[src/rtl/reactor_seq_pkg.sv]
package reactor_seq_pkg;

    typedef enum logic [2:0] {
        PH_IDLE, PH_PREP, PH_REACT, PH_DISP,
        PH_DRAIN, PH_HOLD, PH_RIGHT, PH_DUMP
    } phase_e;

    typedef enum logic [1:0] {
        ST_OFF, ST_WAIT, ST_RUN, ST_DONE
    } mix_e;

    // sensor bit positions
    localparam int SN_START      = 0;
    localparam int SN_MIX_EN     = 5;
    localparam int SN_MIX_HOLD   = 6;
    localparam int SN_LEFT_END   = 7;
    localparam int SN_RIGHT_END  = 8;
    localparam int SN_WAGON_FULL = 9;

    // actuator bit positions
    localparam int AC_DRAIN = 4;
    localparam int AC_TIP   = 5;
    localparam int AC_MIX   = 6;
    localparam int AC_RIGHT = 7;

    // run-until leaf regions: fill 1, fill 2, wagon left, discharge 1, discharge 2
    localparam int NLEAF = 5;
    localparam int LEAF_SENS [NLEAF] = '{1, 3, 7, 2, 4};
    localparam int LEAF_ACT  [NLEAF] = '{0, 1, 8, 2, 3};
    localparam logic [NLEAF-1:0] LEAF_STOP_HI = 5'b00111;
    localparam logic [NLEAF-1:0] LEAF_IN_PREP = 5'b00111;
    localparam logic [NLEAF-1:0] LEAF_IN_DISP = ~LEAF_IN_PREP;

endpackage

[src/rtl/reactor_leaf.sv]
module reactor_leaf #(
    parameter bit STOP_HI = 1'b1
) (
    input  logic clk_i,
    input  logic rst_i,
    input  logic enter_i,
    input  logic stop_i,
    output logic act_o,
    output logic fin_o
);
    logic act_q, fin_q, stop_hit;

    assign stop_hit = STOP_HI ? stop_i : !stop_i;

    always_ff @(posedge clk_i) begin
        if (rst_i) begin
            act_q <= 1'b0;
            fin_q <= 1'b0;
        end else if (enter_i) begin
            act_q <= 1'b1;
            fin_q <= 1'b0;
        end else if (act_q && stop_hit) begin
            act_q <= 1'b0;
            fin_q <= 1'b1;
        end
    end

    assign act_o = act_q;
    assign fin_o = fin_q;


    leaf_stop_chk: assert property (@(posedge clk_i) disable iff (rst_i)
        (act_q && stop_hit && !enter_i) |=> (!act_q && fin_q));

    leaf_entry_chk: assert property (@(posedge clk_i) disable iff (rst_i)
        enter_i |=> (act_q && !fin_q));
endmodule

[src/rtl/reactor_mix.sv]
module reactor_mix
    import reactor_seq_pkg::*;
(
    input  logic clk_i,
    input  logic rst_i,
    input  logic enter_i,
    input  logic en_i,
    input  logic hold_i,
    output logic run_o,
    output logic fin_o
);
    mix_e st_q, st_d;

    always_comb begin
        st_d = st_q;
        unique case (st_q)
            ST_OFF:  st_d = ST_OFF;
            ST_WAIT: if (!hold_i) st_d = ST_DONE; else if (en_i) st_d = ST_RUN;
            ST_RUN:  if (!hold_i) st_d = ST_DONE; else if (!en_i) st_d = ST_WAIT;
            ST_DONE: st_d = ST_DONE;
        endcase
        if (enter_i) st_d = ST_WAIT;
    end

    always_ff @(posedge clk_i) begin
        if (rst_i) st_q <= ST_OFF;
        else       st_q <= st_d;
    end

    assign run_o = (st_q == ST_RUN);
    assign fin_o = (st_q == ST_DONE);


    mix_hold_drop_chk: assert property (@(posedge clk_i) disable iff (rst_i)
        ((st_q == ST_WAIT || st_q == ST_RUN) && !hold_i && !enter_i) |=> fin_o);

    mix_start_chk: assert property (@(posedge clk_i) disable iff (rst_i)
        (st_q == ST_WAIT && hold_i && en_i && !enter_i) |=> run_o);
endmodule

[src/rtl/reactor_seq.sv]
module reactor_seq
    import reactor_seq_pkg::*;
#(
    parameter int N_SENS = 10,
    parameter int N_ACT  = 9
) (
    input  logic              clk_i,
    input  logic              rst_i,
    input  logic [N_SENS-1:0] sens_i,
    output logic [N_ACT-1:0]  act_o
);
    phase_e phase_q, phase_d;
    logic   ready_q;                 // registered wagon-ready event
    logic   prep_enter, disp_enter;
    logic   prep_join, disp_join;
    logic   mix_run, mix_fin;
    logic [NLEAF-1:0] leaf_act, leaf_fin;

    assign prep_enter = (phase_d == PH_PREP) && (phase_q != PH_PREP);
    assign disp_enter = (phase_d == PH_DISP) && (phase_q != PH_DISP);
    assign prep_join  = &(leaf_fin | ~LEAF_IN_PREP);
    assign disp_join  = (&(leaf_fin | ~LEAF_IN_DISP)) && mix_fin;

    for (genvar g = 0; g < NLEAF; g++) begin : g_leaf
        reactor_leaf #(.STOP_HI(LEAF_STOP_HI[g])) u_leaf (
            .clk_i   (clk_i),
            .rst_i   (rst_i),
            .enter_i (LEAF_IN_PREP[g] ? prep_enter : disp_enter),
            .stop_i  (sens_i[LEAF_SENS[g]]),
            .act_o   (leaf_act[g]),
            .fin_o   (leaf_fin[g])
        );
    end

    reactor_mix u_mix (
        .clk_i   (clk_i),
        .rst_i   (rst_i),
        .enter_i (disp_enter),
        .en_i    (sens_i[SN_MIX_EN]),
        .hold_i  (sens_i[SN_MIX_HOLD]),
        .run_o   (mix_run),
        .fin_o   (mix_fin)
    );

    always_comb begin
        phase_d = phase_q;
        unique case (phase_q)
            PH_IDLE:  if (sens_i[SN_START])       phase_d = PH_PREP;
            PH_PREP:  if (prep_join)              phase_d = PH_REACT;
            PH_REACT:                             phase_d = PH_DISP;
            PH_DISP:  if (disp_join)              phase_d = PH_DRAIN;
            PH_DRAIN: if (ready_q)                phase_d = PH_HOLD;
            PH_HOLD:  if (sens_i[SN_LEFT_END])    phase_d = PH_RIGHT;
            PH_RIGHT: if (sens_i[SN_RIGHT_END])   phase_d = PH_DUMP;
            PH_DUMP:  if (!sens_i[SN_WAGON_FULL]) phase_d = PH_IDLE;
        endcase
    end

    always_ff @(posedge clk_i) begin
        if (rst_i) begin
            phase_q <= PH_IDLE;
            ready_q <= 1'b0;
        end else begin
            phase_q <= phase_d;
            ready_q <= (phase_q == PH_DRAIN);
        end
    end

    always_comb begin
        act_o = '0;
        for (int g = 0; g < NLEAF; g++) act_o[LEAF_ACT[g]] = leaf_act[g];
        act_o[AC_MIX] = mix_run;
        unique case (phase_q)
            PH_DRAIN: act_o[AC_DRAIN] = 1'b1;
            PH_RIGHT: act_o[AC_RIGHT] = 1'b1;
            PH_DUMP:  act_o[AC_TIP]   = 1'b1;
            default:  ;
        endcase
    end


    idle_quiet_chk: assert property (@(posedge clk_i) disable iff (rst_i)
        (phase_q == PH_IDLE && !sens_i[SN_START]) |=> (act_o == '0));

    react_one_chk: assert property (@(posedge clk_i) disable iff (rst_i)
        (phase_q == PH_REACT) |=> (phase_q == PH_DISP));

    drain_len_chk: assert property (@(posedge clk_i) disable iff (rst_i)
        $rose(act_o[AC_DRAIN]) |=> act_o[AC_DRAIN]);

    drain_end_chk: assert property (@(posedge clk_i) disable iff (rst_i)
        (phase_q == PH_DRAIN && ready_q) |=> (phase_q == PH_HOLD));

    right_stop_chk: assert property (@(posedge clk_i) disable iff (rst_i)
        (phase_q == PH_RIGHT && sens_i[SN_RIGHT_END]) |=> act_o[AC_TIP]);
endmodule

[config.mk]
export PLATFORM = sky130hd
export DESIGN_NAME = reactor_seq
export DESIGN_NICKNAME = d
export VERILOG_FILES = /design/src/rtl/reactor_seq_pkg.sv /design/src/rtl/reactor_leaf.sv /design/src/rtl/reactor_mix.sv /design/src/rtl/reactor_seq.sv
export SDC_FILE = /design/constraint.sdc
export NUM_CORES = 1
export LEC_CHECK = 0
export BUFFER_PORTS_ARGS = -buffer_cell sky130_fd_sc_hd__buf_2
export CORE_MARGIN = 5
export CORE_UTILIZATION = 53
export DETAILED_ROUTE_END_ITERATION = 12
export MAX_ROUTING_LAYER = met4
export PLACE_DENSITY = 0.77
export SYNTH_ARGS = -nofsm -noshare
export SYNTH_HDL_FRONTEND = slang
export SYNTH_SLANG_ARGS = --single-unit
[constraint.sdc]
create_clock -name clk_i -period 1.9 [get_ports clk_i]
set_clock_uncertainty 0.05 [all_clocks]
set_input_delay 0.285 -clock clk_i [delete_from_list [all_inputs] [get_ports clk_i]]
set_output_delay 0.285 -clock clk_i [all_outputs]
set_load 0.01 [all_outputs]
==> run summary, run 1 <==
final worst setup slack = 0.310 ns
CP Capture Type = output port
Critical R2R Launch = phase_q[0]
worst reg-to-reg path cell count = 4
Port Buffers = 20
Synth top area share = 0.424
Max Slew Vio Count = 0
Synth Warn # = 0
fin util = 0.633
Core Box Area = 1320 um2
register bit total from synthesis = 16
Detailed Route Iter0 Violations = 14
Worst Setup EP = act_o[7]
drt total wl = 1470 um
DR DRC count = 0
GR Overflow Total = 0
Met1 Routed Length = 682 um
synthesized area = 756 um2
Cell Pwr Density = 766 nW/um2
Worst-path clk slew = 0.09 ns
DR pass1 iterations = 4
RSZ-0062 raised after global routing = no
H-tree depth = 1
run status = finished, final reports clean
Min-Delay Path Class = input port to flip-flop
cell leakage power = 0.374 nW
TritonCTS Buffers = 3
antenna cell count = 0
Layout fillers = 129
cts repair resizes = 0
initial core utilization = 0.574
Die ar. = 2280 um2
Final HPWL DP = 1080 um
Top Metal Used = met4
Worst-Margin Slew = 0.391 ns
Hold Fails Final Rpt = 0
share of cells above drive strength 1 = 0.279
Final min period = 1.59 ns
most frequent cells in the layout = 20 x buf_2, 16 x dfxtp_1, 15 x a21oi_1
largest area contributor in the netlist = dfxtp_1
Max-slew headroom = 0.739
hold buffers post-CTS = 0
Die H = 47.8 um
critical path type = flip-flop to output port
largest net degree at the start of global routing = 15
largest fanout on the critical path = 9
routability cong. = 0.881
Worst-Skew Late Latency = 0.28 ns
commonest non-fill, non-tap cell in the layout = buf_2
clock sinks = 16
antenna violations before repair = 0
Die Width = 47.8 um
worst hold start = sens_i[3]
global-route wire length before repair = 2370 um
syn avg cell area = 8.40 um2
Reg-to-Reg End = phase_q[0]
DP Worst Slack = 0.502 ns
Critical Path Start = phase_q[0]
metal2 WL = 685 um
cells after synthesis = 90
setup TNS = 0 ns
final number of setup-violating endpoints = 0
post-synthesis sequential area ratio = 0.424
Max Clk Rate = 629 MHz
Synth area leaders = dfxtp_1 42%, a21oi_1 9.9%, buf_4 6.0%, nor3_1 4.0%, nor2_1 4.0%
Hold Slack = 0.187 ns
crit path DAT = 1.25 ns
total track usage = 0.150
area grow syn2layout = 10.4%
Site Rows = 13
vias in the first global route = 575
I/O pin total = 21
total setup buffers inserted after CTS = 0
crit path launch type = flip-flop
CTS tree = yes
number of distinct library cells after synthesis = 29
ANT nets after route = 0
routed len/inst = 12.3 um
Post-Syn Nets = 102
met3 routed WL = 85 um
routed vias/inst = 5.45
Clock Path Buffers = 2
R2R Setup Slk = 0.48 ns
final net count = 117
max-cap violations = 0
Max IR drop VDD = 0.000484 V
CTS Root Cell = clkbuf_4
via count = 649
CP Data Required Time = 1.56 ns
final worst path period share = 0.837
[sequential cells by signal, summed over array words and instances (netlist names)]
| signal | cells |
|---|---|
| g_leaf.u_leaf.act_o | 5 |
| g_leaf.u_leaf.fin_o | 5 |
| phase_q | 3 |
| ready_q | 1 |
| u_mix.st_q | 2 |
[synth_stat cells]
| cell type | n |
|---|---|
| a211oi_1 | 1 |
| a21o_1 | 1 |
| a21o_2 | 1 |
| a21oi_1 | 15 |
| a221oi_1 | 1 |
| a221oi_2 | 1 |
| a31oi_1 | 1 |
| and3_1 | 2 |
| buf_2 | 1 |
| buf_4 | 6 |
| buf_6 | 2 |
| clkbuf_1 | 1 |
| dfxtp_1 | 16 |
| inv_1 | 7 |
| mux2_4 | 1 |
| nand2_1 | 2 |
| nand2_2 | 1 |
| nand2b_1 | 4 |
| nand3_1 | 2 |
| nand4_1 | 1 |
| nor2_1 | 8 |
| nor3_1 | 6 |
| nor3b_1 | 1 |
| nor4_1 | 1 |
| o21a_1 | 1 |
| o21ai_0 | 3 |
| o21ba_2 | 1 |
| o31a_1 | 1 |
| or3_1 | 1 |
[worst max-delay path, stage by stage, from the launching register on]
cell	delay, ns
dfxtp_1	0.50
inv_1	0.15
and3_1	0.19
buf_2	0.13
[layout make-up]
cell class	count	area (um2)	area share
Sequential cell	16	320	0.384
Clock buffer	4	36.3	0.0435
Tap cell	15	18.8	0.0225
Timing Repair Buffer	20	100	0.120
Multi-Input combinational cell	57	333	0.399
Inverter	7	26.3	0.0315
[worst min path at each step]
stage / end / slack, ns / cells after the start
after detailed placement: g_leaf[1].u_leaf.fin_o / 0.41 / 2
after CTS: g_leaf[1].u_leaf.fin_o / 0.18 / 3
after global placement: g_leaf[2].u_leaf.fin_o / 0.40 / 2
after floorplan: phase_q[0] / 0.30 / 1
after global routing: g_leaf[0].u_leaf.fin_o / 0.19 / 3
final: g_leaf[1].u_leaf.fin_o / 0.19 / 3
[routing by layer]
layer	global-route usage	up-vias
met5	-	-
met4	0.0645	0
met3	0.0338	2
met2	0.216	11
met1	0.200	296
li1	-	340
[power breakdown]
group	switching, W	internal (W)	total [W]
sequential	0.00000970	0.000345	0.000354
clock	0.000107	0.000117	0.000223
combinational	0.0000322	0.0000292	0.0000614
[metrics by stage]
step                      cell area, um2  total power (W)  cells
after floorplan                      756         0.000407     90
after global placement               798         0.000421    115
after detailed placement             798         0.000423    115
after CTS                            835         0.000648    119
after global routing                 835         0.000667    119
final                                835         0.000639    119
[cells by family after synthesis]
group                  count (synthesis)  share of synthesized area
AOI/OAI and AO/OA                     27                      0.225
buffers and inverters                 17                      0.136
DFF                                   16                      0.424
muxes                                  1                     0.0199
and+or+nand+nor                       29                      0.195
Note: power is estimated with default switching activity, not from simulation.
==> inputs of run 2 (changes only) <==
ABC_AREA = 1   (was not set)
CORE_UTILIZATION = 50   (was 53)
PLACE_DENSITY = 0.72   (was 0.77)
clock period = 1.5 ns   (was 1.9 ns; I/O delays follow)
==> run 2 against run 1 <==
- sequential share of layout area shrank 3.9 points
- setup slack lost 0.20 ns
- flip-flop and latch count is the same
- global-route usage shrank 2.5 points
- combinational power grew 64%
- sequential power grew 29%
- clock power grew 21%
- first-iteration DRC count shrank 36%
- synthesized cell count grew 29%
- cell area grew 12%
- critical endpoint is now act_o[5]
- largest power group unchanged
==> run summary, run 2 <==
Critical R2R Launch = u_mix.st_q[0]
Design Power = 0.000827 W (+29%)
CTS tree = yes
Hold Slack = 0.150 ns (-0.0372 ns)
DR pass1 iterations = 4 (unchanged)
Detailed Route Iter0 Violations = 9 (-5)
setup TNS = 0 ns (unchanged)
post-placement cell area = 897 um2 (+12%)
register bit total from synthesis = 16 (unchanged)
most frequent cells after synthesis = 27 x nand2_1, 16 x dfxtp_1, 13 x inv_1
final worst path period share = 0.928
cells after synthesis = 116 (+29%)
Post-Syn Nets = 128 (+25%)
fraction of registers with async set/reset = 0 (unchanged)
Critical Path Start = phase_q[2]
Max Slew Vio Count = 0 (unchanged)
top-count cell post-synth = nand2_1
number of distinct library cells after synthesis = 22 (-24%)
number of synthesized flops with an enable pin = 0 (unchanged)
total track usage = 0.125 (-0.0255)
fraction of the mapped netlist area in simple logic gates = 0.377 (+0.182)
post-synthesis compound-gate area fraction = 0.0991 (-0.126)
run status = finished, final reports clean
global-route wire length before repair = 2470 um (+4.4%)
routed len/inst = 9.89 um (-20%)
critical path type = flip-flop to output port
CP Data Required Time = 1.22 ns (-0.34 ns)
Core Box Area = 1540 um2 (+17%)
routed vias/inst = 4.73 (-13%)
largest net degree at the start of global routing = 11 (-4)
area grow syn2layout = 12.3%
Max Clk Rate = 718 MHz
worst hold start = sens_i[4]
clock sinks = 16 (unchanged)
XOR/XNOR Fraction of Synth Area = 0 (unchanged)
final number of setup-violating endpoints = 0 (unchanged)
Worst-Skew Late Latency = 0.27 ns (about the same)
H-tree depth = 1 (unchanged)
Final HPWL DP = 1230 um (+14%)
most frequent cells in the layout = 27 x nand2_1, 20 x buf_2, 14 x dfxtp_1
synthesized area = 833 um2 (+10%)
antenna cell count = 0 (unchanged)
routability cong. = 0.864 (-1.9%)
syn avg cell area = 7.18 um2 (-14%)
FF+latch area = 323 um2 (+0.78%)
max-cap violations = 0 (unchanged)
crit path DAT = 1.12 ns (-0.13 ns)
post-synthesis adder-cell area fraction = 0 (unchanged)
share of cells above drive strength 1 = 0.364 (+0.0848)
GR Overflow Total = 0 (unchanged)
Die ar. = 2580 um2 (+13%)
Hold Fails Final Rpt = 0 (unchanged)
hold buffers post-CTS = 0 (unchanged)
CTS Root Cell = clkbuf_4
Synth area leaders = dfxtp_1 38%, nand2_1 12%, a21oi_1 6.6%, buf_4 6.3%, nor2_2 6.0%
post-synthesis sequential area ratio = 0.384 (-0.0395)
commonest non-fill, non-tap cell in the layout = nand2_1
initial core utilization = 0.541 (-0.0330)
Max IR drop VDD = 0.000811 V (+68%)
Synth Flop Type = dfxtp_1
Clock Path Buffers = 2 (unchanged)
RSZ-0062 raised after global routing = no
mux share of post-synthesis cell area = 0 (-0.0199)
CP Capture Type = output port
Die Width = 50.8 um (+6.4%)
drt total wl = 1460 um (-0.20%)
final net count = 145 (+24%)
crit path launch type = flip-flop
DP Worst Slack = 0.0180 ns (-0.484 ns)
Site Rows = 14 (+1)
Die H = 50.8 um (+6.4%)
Synth Warn # = 0 (unchanged)
TritonCTS Buffers = 3 (unchanged)
DR DRC count = 0 (unchanged)
largest fanout on the critical path = 6 (-3)
final worst setup slack = 0.108 ns (-0.202 ns)
Layout fillers = 161 (+25%)
I/O pin total = 21 (unchanged)
multi-input logic area = 397 um2 (+19%)
via count = 700 (+7.9%)
ANT nets after route = 0 (unchanged)
vias in the first global route = 627 (+9.0%)
largest family of logic cells by synthesized area = simple AND/OR/NAND/NOR gates
Synth top area share = 0.384 (-0.0395)
antenna violations before repair = 0 (unchanged)
Worst-path clk slew = 0.09 ns (about the same)
Post-Layout Inst Area = 936 um2 (+12%)
Final min period = 1.39 ns
Min-Delay Path Class = input port to flip-flop
largest area contributor in the netlist = dfxtp_1
cell leakage power = 0.504 nW (+35%)
Worst-Margin Slew = 0.256 ns (-0.135 ns)
Max-slew headroom = 0.829 (+0.0902)
Cell Pwr Density = 884 nW/um2 (+15%)
Port Buffers = 20 (unchanged)
==> run 2: cell count changes after synthesis, sizes merged, moves of 2 or more <==
cell,change
nand3,+6
nand2,+28
a221oi,-2
a21oi,-3
o21ai,-2
a21o,-2
and3,-2
nand2b,-4
inv,+9
nor2,+11
nor3,-4
==> run 2: metrics by stage <==
step / instances / utilization
after detailed placement: 144 / 0.582
after floorplan: 116 / -
after global placement: 144 / 0.582
after CTS: 148 / 0.606
after global routing: 148 / 0.607
final: 148 / 0.607
==> run 2: worst paths after layout <==
path	to	cells after the start	slack (ns)
setup / recovery	act_o[5]	3	0.11
hold / removal	g_leaf[4].u_leaf.act_o	3	0.15
setup reg to reg	g_leaf[2].u_leaf.fin_o	9	0.15
hold reg to reg	g_leaf[4].u_leaf.act_o	2	0.42
==> run 2: critical path, cell delays in order, from the launching register on <==
cell     delay, ns
dfxtp_1       0.47
nand2_2       0.13
nor2_2        0.11
buf_2         0.14
==> run 2: final cells by class <==
cell class              count  share of cell area
inverters                  16              0.0642
clock buffers               4              0.0388
well taps                  16              0.0214
multi-input cells          76               0.424
repair buffers             20               0.107
flip-flops and latches     16               0.345
==> run 2: report_power, final <==
part / switching [W] / internal (W) / total, W
Clock: 0.000123 / 0.000147 / 0.000270
Combinational: 0.0000580 / 0.0000430 / 0.000101
Sequential: 0.0000155 / 0.000441 / 0.000456
Total: 0.000196 / 0.000631 / 0.000827
==> run 2: timing repair <==
item | 4_1_cts | 5_1_grt
resized for setup | 1 | 1
endpoints found under the hold margin | 0 | 0
buffers inserted | 0 | 0
endpoints found under the setup margin | 1 | 2
==> run 2: routing by layer <==
metal,track usage,wire length [um]
met1,0.142,671
met2,0.211,674
met3,0.0349,107
met4,0.0383,10
met5,-,0
==> run 2: logic make-up (layout without fill, tap and decap cells) <==
| logic type | Yosys count | in the layout |
|---|---|---|
| DFF | 16 | 16 |
| buffers and inverters | 24 | 40 |
| AOI/OAI and AO/OA | 15 | 15 |
| and+or+nand+nor | 61 | 61 |
